==> config.mk <==
export PLATFORM = sky130hd
export DESIGN_NAME = gpio_port
export DESIGN_NICKNAME = d
export VERILOG_FILES = /design/src/rtl/gpio_pkg.sv /design/src/rtl/gpio_addr_decode.sv /design/src/rtl/gpio_regbank.sv /design/src/rtl/gpio_pin_cell.sv /design/src/rtl/gpio_port.sv
export SDC_FILE = /design/constraint.sdc
export NUM_CORES = 2
export LEC_CHECK = 0
export BUFFER_PORTS_ARGS = -buffer_cell sky130_fd_sc_hd__buf_4
export CORE_MARGIN = 2
export CORE_UTILIZATION = 60
export DETAILED_ROUTE_END_ITERATION = 7
export GPL_ROUTABILITY_DRIVEN = 0
export PLACE_DENSITY = 0.75
export SYNTH_ARGS = -nofsm -noshare
export SYNTH_HDL_FRONTEND = slang
export SYNTH_SLANG_ARGS = --single-unit
==> constraint.sdc <==
create_clock -name clk -period 14.6 [get_ports clk]
set_input_delay 1.46 -clock clk [delete_from_list [all_inputs] [get_ports clk]]
set_output_delay 1.46 -clock clk [all_outputs]
set_load 0.03 [all_outputs]
==> src/rtl/gpio_pkg.sv <==
package gpio_pkg;

    localparam int unsigned REG_W = 32;

    localparam int unsigned OFS_OUT      = 'h000;
    localparam int unsigned OFS_OUT_SET  = 'h004;
    localparam int unsigned OFS_OUT_CLR  = 'h008;
    localparam int unsigned OFS_IN       = 'h00C;
    localparam int unsigned OFS_DIR      = 'h010;
    localparam int unsigned OFS_DIR_SET  = 'h014;
    localparam int unsigned OFS_DIR_CLR  = 'h018;
    localparam int unsigned OFS_CFG_BASE = 'h080;

    localparam logic [REG_W-1:0] CFG_RESET = 32'h0000_0002;

    typedef enum logic [3:0] {
        K_NONE,
        K_OUT,
        K_OUT_SET,
        K_OUT_CLR,
        K_IN,
        K_DIR,
        K_DIR_SET,
        K_DIR_CLR,
        K_CFG
    } reg_kind_e;

    // Fields of a configuration word that the pin logic consumes
    typedef struct packed {
        logic [2:0] drive;
        logic [1:0] pull;
        logic       in_off;
        logic       dir;
    } pin_ctl_t;

    // Result of one pin's combinational evaluation
    typedef struct packed {
        logic oe;
        logic level;
        logic in_next;
        logic clash;
    } pin_eval_t;

    function automatic logic pull_active(input logic [1:0] code);
        return (code == 2'b01) || (code == 2'b11);
    endfunction

    function automatic logic pull_level(input logic [1:0] code);
        return code[1];
    endfunction

    function automatic logic drive_allows(input logic [2:0] code, input logic lvl);
        logic ok;
        if (!code[2])      ok = 1'b1;
        else if (!code[1]) ok = lvl;
        else               ok = !lvl;
        return ok;
    endfunction

    function automatic pin_eval_t eval_pin(
        input pin_ctl_t ctl,
        input logic     out_bit,
        input logic     ext_en,
        input logic     ext_lvl,
        input logic     in_now
    );
        pin_eval_t r;
        logic drv;
        logic pon;
        logic plv;
        drv = ctl.dir && drive_allows(ctl.drive, out_bit);
        pon = pull_active(ctl.pull);
        plv = pull_level(ctl.pull);
        r.oe      = drv;
        r.level   = out_bit;
        r.in_next = in_now;
        r.clash   = 1'b0;
        if (ctl.in_off) begin
            if (pon)         r.in_next = plv;
            else if (ext_en) r.in_next = ext_lvl;
        end else if (ext_en) begin
            r.in_next = ext_lvl;
            r.clash   = drv && (out_bit != ext_lvl);
        end else if (drv) begin
            r.in_next = out_bit;
        end else if (pon) begin
            r.oe      = 1'b1;
            r.level   = plv;
            r.in_next = plv;
        end
        return r;
    endfunction

endpackage

==> src/rtl/gpio_addr_decode.sv <==
module gpio_addr_decode
    import gpio_pkg::*;
#(
    parameter int unsigned ADDR_W   = 12,
    parameter int unsigned NUM_PINS = 32,
    localparam int unsigned IDX_W   = $clog2(NUM_PINS)
) (
    input  logic [ADDR_W-1:0] addr,
    output reg_kind_e         kind,
    output logic [IDX_W-1:0]  pin
);

    localparam logic [ADDR_W-1:0] A_OUT     = ADDR_W'(OFS_OUT);
    localparam logic [ADDR_W-1:0] A_OUT_SET = ADDR_W'(OFS_OUT_SET);
    localparam logic [ADDR_W-1:0] A_OUT_CLR = ADDR_W'(OFS_OUT_CLR);
    localparam logic [ADDR_W-1:0] A_IN      = ADDR_W'(OFS_IN);
    localparam logic [ADDR_W-1:0] A_DIR     = ADDR_W'(OFS_DIR);
    localparam logic [ADDR_W-1:0] A_DIR_SET = ADDR_W'(OFS_DIR_SET);
    localparam logic [ADDR_W-1:0] A_DIR_CLR = ADDR_W'(OFS_DIR_CLR);
    localparam logic [ADDR_W-1:0] A_CFG_LO  = ADDR_W'(OFS_CFG_BASE);
    localparam logic [ADDR_W-1:0] A_CFG_HI  = ADDR_W'(OFS_CFG_BASE + 4 * NUM_PINS);

    logic [ADDR_W-1:0] cfg_word;
    assign cfg_word = (addr - A_CFG_LO) >> 2;

    always_comb begin
        kind = K_NONE;
        pin  = '0;
        if (addr[1:0] == 2'b00) begin
            if (addr >= A_CFG_LO && addr < A_CFG_HI) begin
                kind = K_CFG;
                pin  = IDX_W'(cfg_word);
            end else begin
                case (addr)
                    A_OUT:     kind = K_OUT;
                    A_OUT_SET: kind = K_OUT_SET;
                    A_OUT_CLR: kind = K_OUT_CLR;
                    A_IN:      kind = K_IN;
                    A_DIR:     kind = K_DIR;
                    A_DIR_SET: kind = K_DIR_SET;
                    A_DIR_CLR: kind = K_DIR_CLR;
                    default:   kind = K_NONE;
                endcase
            end
        end
    end

endmodule

==> src/rtl/gpio_regbank.sv <==
module gpio_regbank
    import gpio_pkg::*;
#(
    parameter int unsigned NUM_PINS = 32,
    localparam int unsigned IDX_W   = $clog2(NUM_PINS)
) (
    input  logic                 clk,
    input  logic                 rst,
    input  logic                 bus_valid,
    input  logic                 bus_write,
    input  reg_kind_e            kind,
    input  logic [IDX_W-1:0]     pin,
    input  logic [REG_W-1:0]     bus_wdata,
    input  logic [NUM_PINS-1:0]  in_vec,
    output logic [REG_W-1:0]     bus_rdata,
    output logic                 bus_err,
    output logic [NUM_PINS-1:0]  out_q,
    output logic [NUM_PINS-1:0]  dir_q,
    output pin_ctl_t             ctl [NUM_PINS]
);

    // Bits 31:1 of each configuration word; bit 0 lives only in dir_q
    logic [REG_W-1:1]    cfg_rest [NUM_PINS];
    logic [NUM_PINS-1:0] wd_pins;
    logic [REG_W-1:0]    rd_word;

    assign wd_pins = bus_wdata[NUM_PINS-1:0];

    always_comb begin
        case (kind)
            K_OUT, K_OUT_SET, K_OUT_CLR: rd_word = REG_W'(out_q);
            K_DIR, K_DIR_SET, K_DIR_CLR: rd_word = REG_W'(dir_q);
            K_IN:                        rd_word = REG_W'(in_vec);
            K_CFG:                       rd_word = {cfg_rest[pin], dir_q[pin]};
            default:                     rd_word = '0;
        endcase
    end

    always_ff @(posedge clk) begin
        if (rst) begin
            out_q     <= '0;
            dir_q     <= '0;
            bus_rdata <= '0;
            bus_err   <= 1'b0;
            for (int i = 0; i < NUM_PINS; i++) begin
                cfg_rest[i] <= CFG_RESET[REG_W-1:1];
            end
        end else if (bus_valid) begin
            if (bus_write) begin
                case (kind)
                    K_OUT:     out_q <= wd_pins;
                    K_OUT_SET: out_q <= out_q | wd_pins;
                    K_OUT_CLR: out_q <= out_q & ~wd_pins;
                    K_DIR:     dir_q <= wd_pins;
                    K_DIR_SET: dir_q <= dir_q | wd_pins;
                    K_DIR_CLR: dir_q <= dir_q & ~wd_pins;
                    K_CFG: begin
                        cfg_rest[pin] <= bus_wdata[REG_W-1:1];
                        dir_q[pin]    <= bus_wdata[0];
                    end
                    default:   bus_err <= 1'b1;
                endcase
            end else begin
                bus_rdata <= rd_word;
                if (kind == K_NONE) begin
                    bus_err <= 1'b1;
                end
            end
        end
    end

    for (genvar p = 0; p < NUM_PINS; p++) begin : g_ctl
        assign ctl[p].dir    = dir_q[p];
        assign ctl[p].in_off = cfg_rest[p][1];
        assign ctl[p].pull   = cfg_rest[p][3:2];
        assign ctl[p].drive  = cfg_rest[p][10:8];
    end

endmodule

==> src/rtl/gpio_pin_cell.sv <==
module gpio_pin_cell
    import gpio_pkg::*;
(
    input  logic     clk,
    input  logic     rst,
    input  pin_ctl_t ctl,
    input  logic     out_bit,
    input  logic     ext_en,
    input  logic     ext_level,
    output logic     pad_oe,
    output logic     pad_level,
    output logic     in_bit,
    output logic     clash_flag
);

    pin_eval_t ev;

    assign ev        = eval_pin(ctl, out_bit, ext_en, ext_level, in_bit);
    assign pad_oe    = ev.oe;
    assign pad_level = ev.level;

    always_ff @(posedge clk) begin
        if (rst) begin
            in_bit     <= 1'b0;
            clash_flag <= 1'b0;
        end else begin
            in_bit <= ev.in_next;
            if (ev.clash) begin
                clash_flag <= 1'b1;
            end
        end
    end

endmodule

==> src/rtl/gpio_port.sv <==
module gpio_port
    import gpio_pkg::*;
#(
    parameter int unsigned NUM_PINS = 32,
    parameter int unsigned ADDR_W   = 12
) (
    input  logic                clk,
    input  logic                rst,
    input  logic                bus_valid,
    input  logic                bus_write,
    input  logic [ADDR_W-1:0]   bus_addr,
    input  logic [31:0]         bus_wdata,
    output logic [31:0]         bus_rdata,
    output logic                bus_err,
    input  logic [NUM_PINS-1:0] ext_drive_en,
    input  logic [NUM_PINS-1:0] ext_drive_level,
    output logic [NUM_PINS-1:0] pad_oe,
    output logic [NUM_PINS-1:0] pad_level,
    output logic [NUM_PINS-1:0] short_flags
);

    localparam int unsigned IDX_W = $clog2(NUM_PINS);

    reg_kind_e           kind;
    logic [IDX_W-1:0]    pin;
    logic [NUM_PINS-1:0] out_q;
    logic [NUM_PINS-1:0] dir_q;
    logic [NUM_PINS-1:0] in_vec;
    pin_ctl_t            ctl [NUM_PINS];

    gpio_addr_decode #(
        .ADDR_W   (ADDR_W),
        .NUM_PINS (NUM_PINS)
    ) u_dec (
        .addr (bus_addr),
        .kind (kind),
        .pin  (pin)
    );

    gpio_regbank #(
        .NUM_PINS (NUM_PINS)
    ) u_regs (
        .clk       (clk),
        .rst       (rst),
        .bus_valid (bus_valid),
        .bus_write (bus_write),
        .kind      (kind),
        .pin       (pin),
        .bus_wdata (bus_wdata),
        .in_vec    (in_vec),
        .bus_rdata (bus_rdata),
        .bus_err   (bus_err),
        .out_q     (out_q),
        .dir_q     (dir_q),
        .ctl       (ctl)
    );

    for (genvar p = 0; p < NUM_PINS; p++) begin : g_pin
        gpio_pin_cell u_cell (
            .clk        (clk),
            .rst        (rst),
            .ctl        (ctl[p]),
            .out_bit    (out_q[p]),
            .ext_en     (ext_drive_en[p]),
            .ext_level  (ext_drive_level[p]),
            .pad_oe     (pad_oe[p]),
            .pad_level  (pad_level[p]),
            .in_bit     (in_vec[p]),
            .clash_flag (short_flags[p])
        );
    end

endmodule

# After elaboration in Yosys (flattened, before gate mapping)
# Memory sizes are Yosys's and may differ from the RTL's.
# Index checks and enable logic that the tools add are counted.
# op_classes
eq_ne,143
mux,442
magnitude_cmp,4
reduce_logical,208
bitwise,6
addsub,1
# ops
operator,count
two-way mux 1 bit,301
case mux 32 bit (4 select lines),2
two-way mux 2 bit,96
nonzero test 3 bit,33
two-way mux 3 bit,32
"!= test 3 x 2 -> 1 bit, second input constant",32
case mux 32 bit (3 select lines),1
logical AND 1 bit,66
AND reduction 2 bit,33
AND 32 bit,2
"equality test 2 x 1 -> 1 bit, second input constant",32
"equality test 2 bit, second input constant",32
bitwise OR 32 bit,2
"equality test 12 x 5 -> 1 bit, second input constant",3
bitwise mux 32 bit,1
zero test 1 bit,32
logical OR 1 bit,32
!= test 1 bit,32
inverter 32 bit,1
two-way mux 31 bit,1
OR reduction 31 bit,1
"equality test 12 x 4 -> 1 bit, second input constant",2
case mux 3 bit (7 select lines),1
"equality test 4 x 3 -> 1 bit, second input constant",4
other kinds (23),30
# word_totals
word_cells,873
ff_bits,161
inputBits,112
ramBits,992
output_inout_bits,129
n_memories,1
# mem_list
memory,words,word_bits,read_ports,rd_ports_with_merged_regs,wr,line_no,rtl
u_regs.cfg_rest,32,31,33,0,32,gpio_regbank.sv:23,logic [REG_W-1:1] cfg_rest [NUM_PINS];

# Longest topological paths before layout
# depth
word_depth,12
depth_mapped,11
mapped_depth_nobuf,7

# Cells and area by module
# From an unflattened synthesis, not the netlist that was laid out.
# hier_totals
hier_cells,5059
hier_area_um2,58523.6
# by_module_without_submodules
mod,area_per_inst_um2,instances,seq_area_each_um2,cells_per_inst
gpio_regbank,51963.6,1,31730.4,4145
gpio_pin_cell,201.4,32,40.0,28
gpio_addr_decode,113.9,1,0.0,18

# Least setup slack after synthesis
# Ideal clock, no wire load.
# synth_timing
path_type,input port to flip-flop
from,in bus_addr[0]
to,mem u_regs.cfg_rest[17][0] in the netlist's numbering (enable)
t_arrival_ps,5132
slack_ps,9005
setup_time_ps,462
required_time_ps,14138
stages,6
cell_sequence,buf_2 > or4b_2 > nor2_1 > nand2_1 > clkbuf_1 > o21ai_0
# synth_rtl
item,line_no,rtl
start: declaration,gpio_port.sv:11,"input logic [ADDR_W-1:0] bus_addr,"
end: declaration,gpio_regbank.sv:23,

# Worst setup path in the final report
# layout_timing
from,in bus_addr[10]
to,reg u_regs.bus_rdata[15]
# layout_between
elab_chain_cells,7
word_cells_on_any_way,27
# layout_lines
item,line_no,rtl
branches (longest 6 deep; another with memory (32 x 31 bit)),-,
case mux 32 bit (4 select lines) (*),gpio_regbank.sv:30,case (kind)
end signal: assignment,gpio_regbank.sv:64,bus_rdata <= rd_word;
end: declaration,gpio_regbank.sv:15,"output logic [REG_W-1:0] bus_rdata,"
# Mark *: on every way between the ends.
# A chain may end at the register's enable or synchronous reset.

==> out/metrics.csv <==
stage,metric,value,unit
run_status,outcome,finished with violations,
run_status,violations,"DRC, slew limit",
routing,wire_per_inst,33.6,um
synthesis,synth_top_family_by_area,simple AND/OR/NAND/NOR gates,
synthesis,ys_seq_area_frac,0.586,
setup_path,cp_data_required_time,15.26,ns
power_and_ir_drop,seq_power_share,0.527,
floorplan,core_area,0.0932,mm2
synthesis,synth_xor_area_frac,0.0101,
setup_path,reg2reg_from,u_regs.cfg_rest[13][1]$_SDFFCE_PN0P_,
timing,fin_ws,9.61,ns
synthesis,synth-main-ff-cell,edfxtp_1,
synthesis,synth.ff_latch_count,1153,
cells_and_area,layoutNonFillerInstCount,6339,
cells_and_area,synthToLayoutAreaGrowth,10.4,%
timing,setup_viol,0,
cells_and_area,drive_above_1_share,0.127,
timing,finalHoldViolations,0,
timing,fin_worst_skew,0.0301,ns
clock_tree,cts_buffers,117,
setup_path,crit_family,buffers and inverters,
timing,relSlewSlack,-0.0346,
power_and_ir_drop,netSwitchingPower,1740,uW
global_route,grt_antenna_before_repair,18,
setup_path,crit_end,u_regs.bus_rdata[15]$_SDFFE_PP0P_,
setup_path,timing.rr.end,u_regs.bus_rdata[2]$_SDFFE_PP0P_,
synthesis,syn_avg_cell_area,11.1,um2
global_route,grt_overflow_total,0,
timing,whs,0.472,ns
placed_design,dpl.hpwl,130,mm
synthesis,synth_compound_area_frac,0.137,
power_and_ir_drop,switching_share,0.241,
flow_run,drv_cap,0,
clock_tree,cts_root_buffer,clkbuf_16,
clock_tree,htree_levels,3,
routing,post-route-drc-count,22,
clock_tree,clk_pin_slew,0.06,ns
setup_path,endpoint_kind,flop,
floorplan,rows,112,
power_and_ir_drop,combPwrFrac,0.069,
setup_path,critical_path.cell_chain,"buf_4, or4_1, buf_4, nor4_4, buf_4, buf_4, o22ai_1, a21oi_1, o22ai_1, a31oi_1, a21o_1",
synthesis,netlist.area_leader.share,0.529,
routing,vias_per_cell,7.18,
routing,drtPass1Iterations,8,
setup_path,critPathLaunchType,input port,
synthesis,ys_types,86,
routing,dr.first_iter.drc_count,9625,
floorplan,io_pins,241,
global_route,grt_start_max_net_pins,77,
placed_design,io_buffers,240,
clock_tree,clock_latency,0.72,ns
timing,post-route-period-util,0.342,
placed_design,dpl_cell_area,0.0585,mm2
floorplan,die_h,310,um
clock_tree,cts_resized,0,
setup_path,cp_num_buf_inv,4,
synthesis,synthTopCellsByCount,"edfxtp_1, and2_1, clkbuf_1, nor2_1, o21ai_0",
routing,final_antenna_net_count,0,
cells_and_area,fin_area,0.0622,mm2
global_route,grtUsageTotal,0.436,
timing,rsz0062_at_grt,no,
timing,fin_tns_setup,0,ns
timing,finalMaxSlewViolations,1,
floorplan,start_util,0.604,
synthesis,synth-async-reset-ratio,0,
routing,vias,45500,
global_route,grt_pass1_wl,298,mm
clock_tree,ctsLongestPathBuffers,3,
synthesis,synthAdderAreaFrac,0,
setup_path,crit_arrival,5.65,ns
clock_tree,cts_tree,done,
cells_and_area,nNetsFinal,5090,
floorplan,die_area,0.0963,mm2
power_and_ir_drop,internal_power,5480,uW
setup_path,path_max_fanout,62,
clock_tree,cts.sinks,1153,
synthesis,synth_fp_nets,5196,
clock_tree,cts_hold_buf,0,
clock_tree,postCtsSetupRepairBufs,0,
synthesis,yosysWarnings,0,
power_and_ir_drop,power.leakage,0.0222,uW
placed_design,dp.cells,6112,
setup_path,regToRegSetupSlack,12.04,ns
timing,worstMarginPinSlew,1.55,ns
synthesis,synth-simple-area-share,0.185,
synthesis,yosys.area.top_type,edfxtp_1,
synthesis,synth_area_leaders,"edfxtp_1, and2_1, dfxtp_1",
synthesis,synthMuxAreaShare,0.0313,
power_and_ir_drop,clkPwrFrac,0.404,
timing,fmax,200,MHz
hold_path,hold_path_class,reg -> reg,
setup_path,cp_common_cell,buf_4,
timing,min_period,4.99,ns
setup_path,crit_cells,11,
routing,postRouteWirelength,213,mm
synthesis,yosysMostFrequentCell,edfxtp_1,
global_route,grt_pass1_vias,42200,
floorplan,die_w,310,um
synthesis,syn_area,0.0563,mm2
power_and_ir_drop,power.density,116,mW/mm2
placed_design,pre_cts_ws,9.16,ns
setup_path,crit_slowest_cell,buf_4,
power_and_ir_drop,vdd_drop_max,116,uV
setup_path,crit_type,in -> reg,
synthesis,postSynthCellCount,5084,
setup_path,slowest_delay,0.82,ns
setup_path,r2r_cells,7,
setup_path,crit_path_start,bus_addr[10],
synthesis,synth_edf_count,992,
[logic make-up (layout without fill, tap and decap cells)]
family | count (synthesis) | in the layout
and+or+nand+nor | 1890 | 1890
AOI/OAI and AO/OA | 1194 | 1194
DFF | 1153 | 1153
buffers and inverters | 609 | 601
muxes | 173 | 173
xor gates and xnor gates | 65 | 65
other | 0 | 9
[per-layer routing]
layer	share of wire	vias to the layer above	GRT usage
li1	-	18300	-
met1	0.34	21800	0.558
met2	0.41	4388	0.612
met3	0.17	1061	0.172
met4	0.081	12	0.291
met5	0.00032	-	0
[power by group through the flow]
stage | clock network [uW] | logic, uW | registers [uW]
after floorplan | 0 | 251 | 3850
after global placement | 0 | 460 | 3860
after detailed placement | 0 | 468 | 3870
after CTS | 2910 | 470 | 3800
after global routing | 3030 | 502 | 3810
final | 2920 | 495 | 3810
[worst min-delay path: cells and delay by family (launching register included)]
| kind | cells | cell delay (ns) |
|---|---|---|
| DFF | 1 | 0.33 |
| and+or+nand+nor | 2 | 0.11 |
[worst min path at each step]
stage                                                         from  depth (start not counted)                                        to  slack, ns
after floorplan           g_pin[10].u_cell.clash_flag$_SDFFE_PP0P_                          2  g_pin[10].u_cell.clash_flag$_SDFFE_PP0P_       0.44
after global placement    g_pin[10].u_cell.clash_flag$_SDFFE_PP0P_                          2  g_pin[10].u_cell.clash_flag$_SDFFE_PP0P_       0.45
after detailed placement   g_pin[8].u_cell.clash_flag$_SDFFE_PP0P_                          2   g_pin[8].u_cell.clash_flag$_SDFFE_PP0P_       0.46
after CTS                  g_pin[8].u_cell.clash_flag$_SDFFE_PP0P_                          2   g_pin[8].u_cell.clash_flag$_SDFFE_PP0P_       0.47
after global routing       g_pin[5].u_cell.clash_flag$_SDFFE_PP0P_                          2   g_pin[5].u_cell.clash_flag$_SDFFE_PP0P_       0.50
final                     g_pin[11].u_cell.clash_flag$_SDFFE_PP0P_                          2  g_pin[11].u_cell.clash_flag$_SDFFE_PP0P_       0.47
[stage by stage]
stage,power [uW],utilization
floorplan,4100,-
global placement,4320,0.628
detailed placement,4340,0.628
CTS,7170,0.667
global route,7340,0.667
finish,7220,0.667
[sequential cells by signal, summed over array words and instances, names as in the netlist]
register	flops
g_pin.u_cell.clash_flag	32
u_regs.out_q	32
u_regs.dir_q	32
g_pin.u_cell.in_bit	32
u_regs.bus_err	1
u_regs.cfg_rest	992
u_regs.bus_rdata	32
[layout by cell type, fill, tap and decap left out, types with 16 or more instances in the layout]
master,n
inv_1,31
nand2_1,230
o211ai_1,31
xnor2_1,41
o21ai_4,31
buf_4,346
o31ai_1,18
a221oi_1,29
xor2_1,24
a311oi_1,22
mux2i_1,146
o21ai_0,228
nor4b_1,21
clkbuf_16,117
edfxtp_1,992
nor3_1,96
a21oi_1,241
clkinv_2,17
or3_1,60
a21o_1,27
dfxtp_1,161
mux2_2,27
nor2_1,316
nor2_4,27
and2_1,989
a22oi_1,42
o221ai_1,109
nand3_1,28
nor4_1,16
a31oi_1,44
and3_1,30
a211oi_1,44
o22ai_1,223
a221o_1,20
clkbuf_1,37
clkinv_1,25
[cell type report]
| class | instances | area (um2) |
|---|---|---|
| tap | 1254 | 1570 |
| multi-input combinational | 3322 | 21200 |
| antenna | 9 | 22.5 |
| fill | 6887 | 31000 |
| sequential | 1153 | 33000 |
| clock inverter | 53 | 428 |
| inverter | 34 | 130 |
| timing repair buffer | 350 | 2660 |
| clock buffer | 164 | 3200 |
Note: power is estimated with default switching activity, not from simulation.
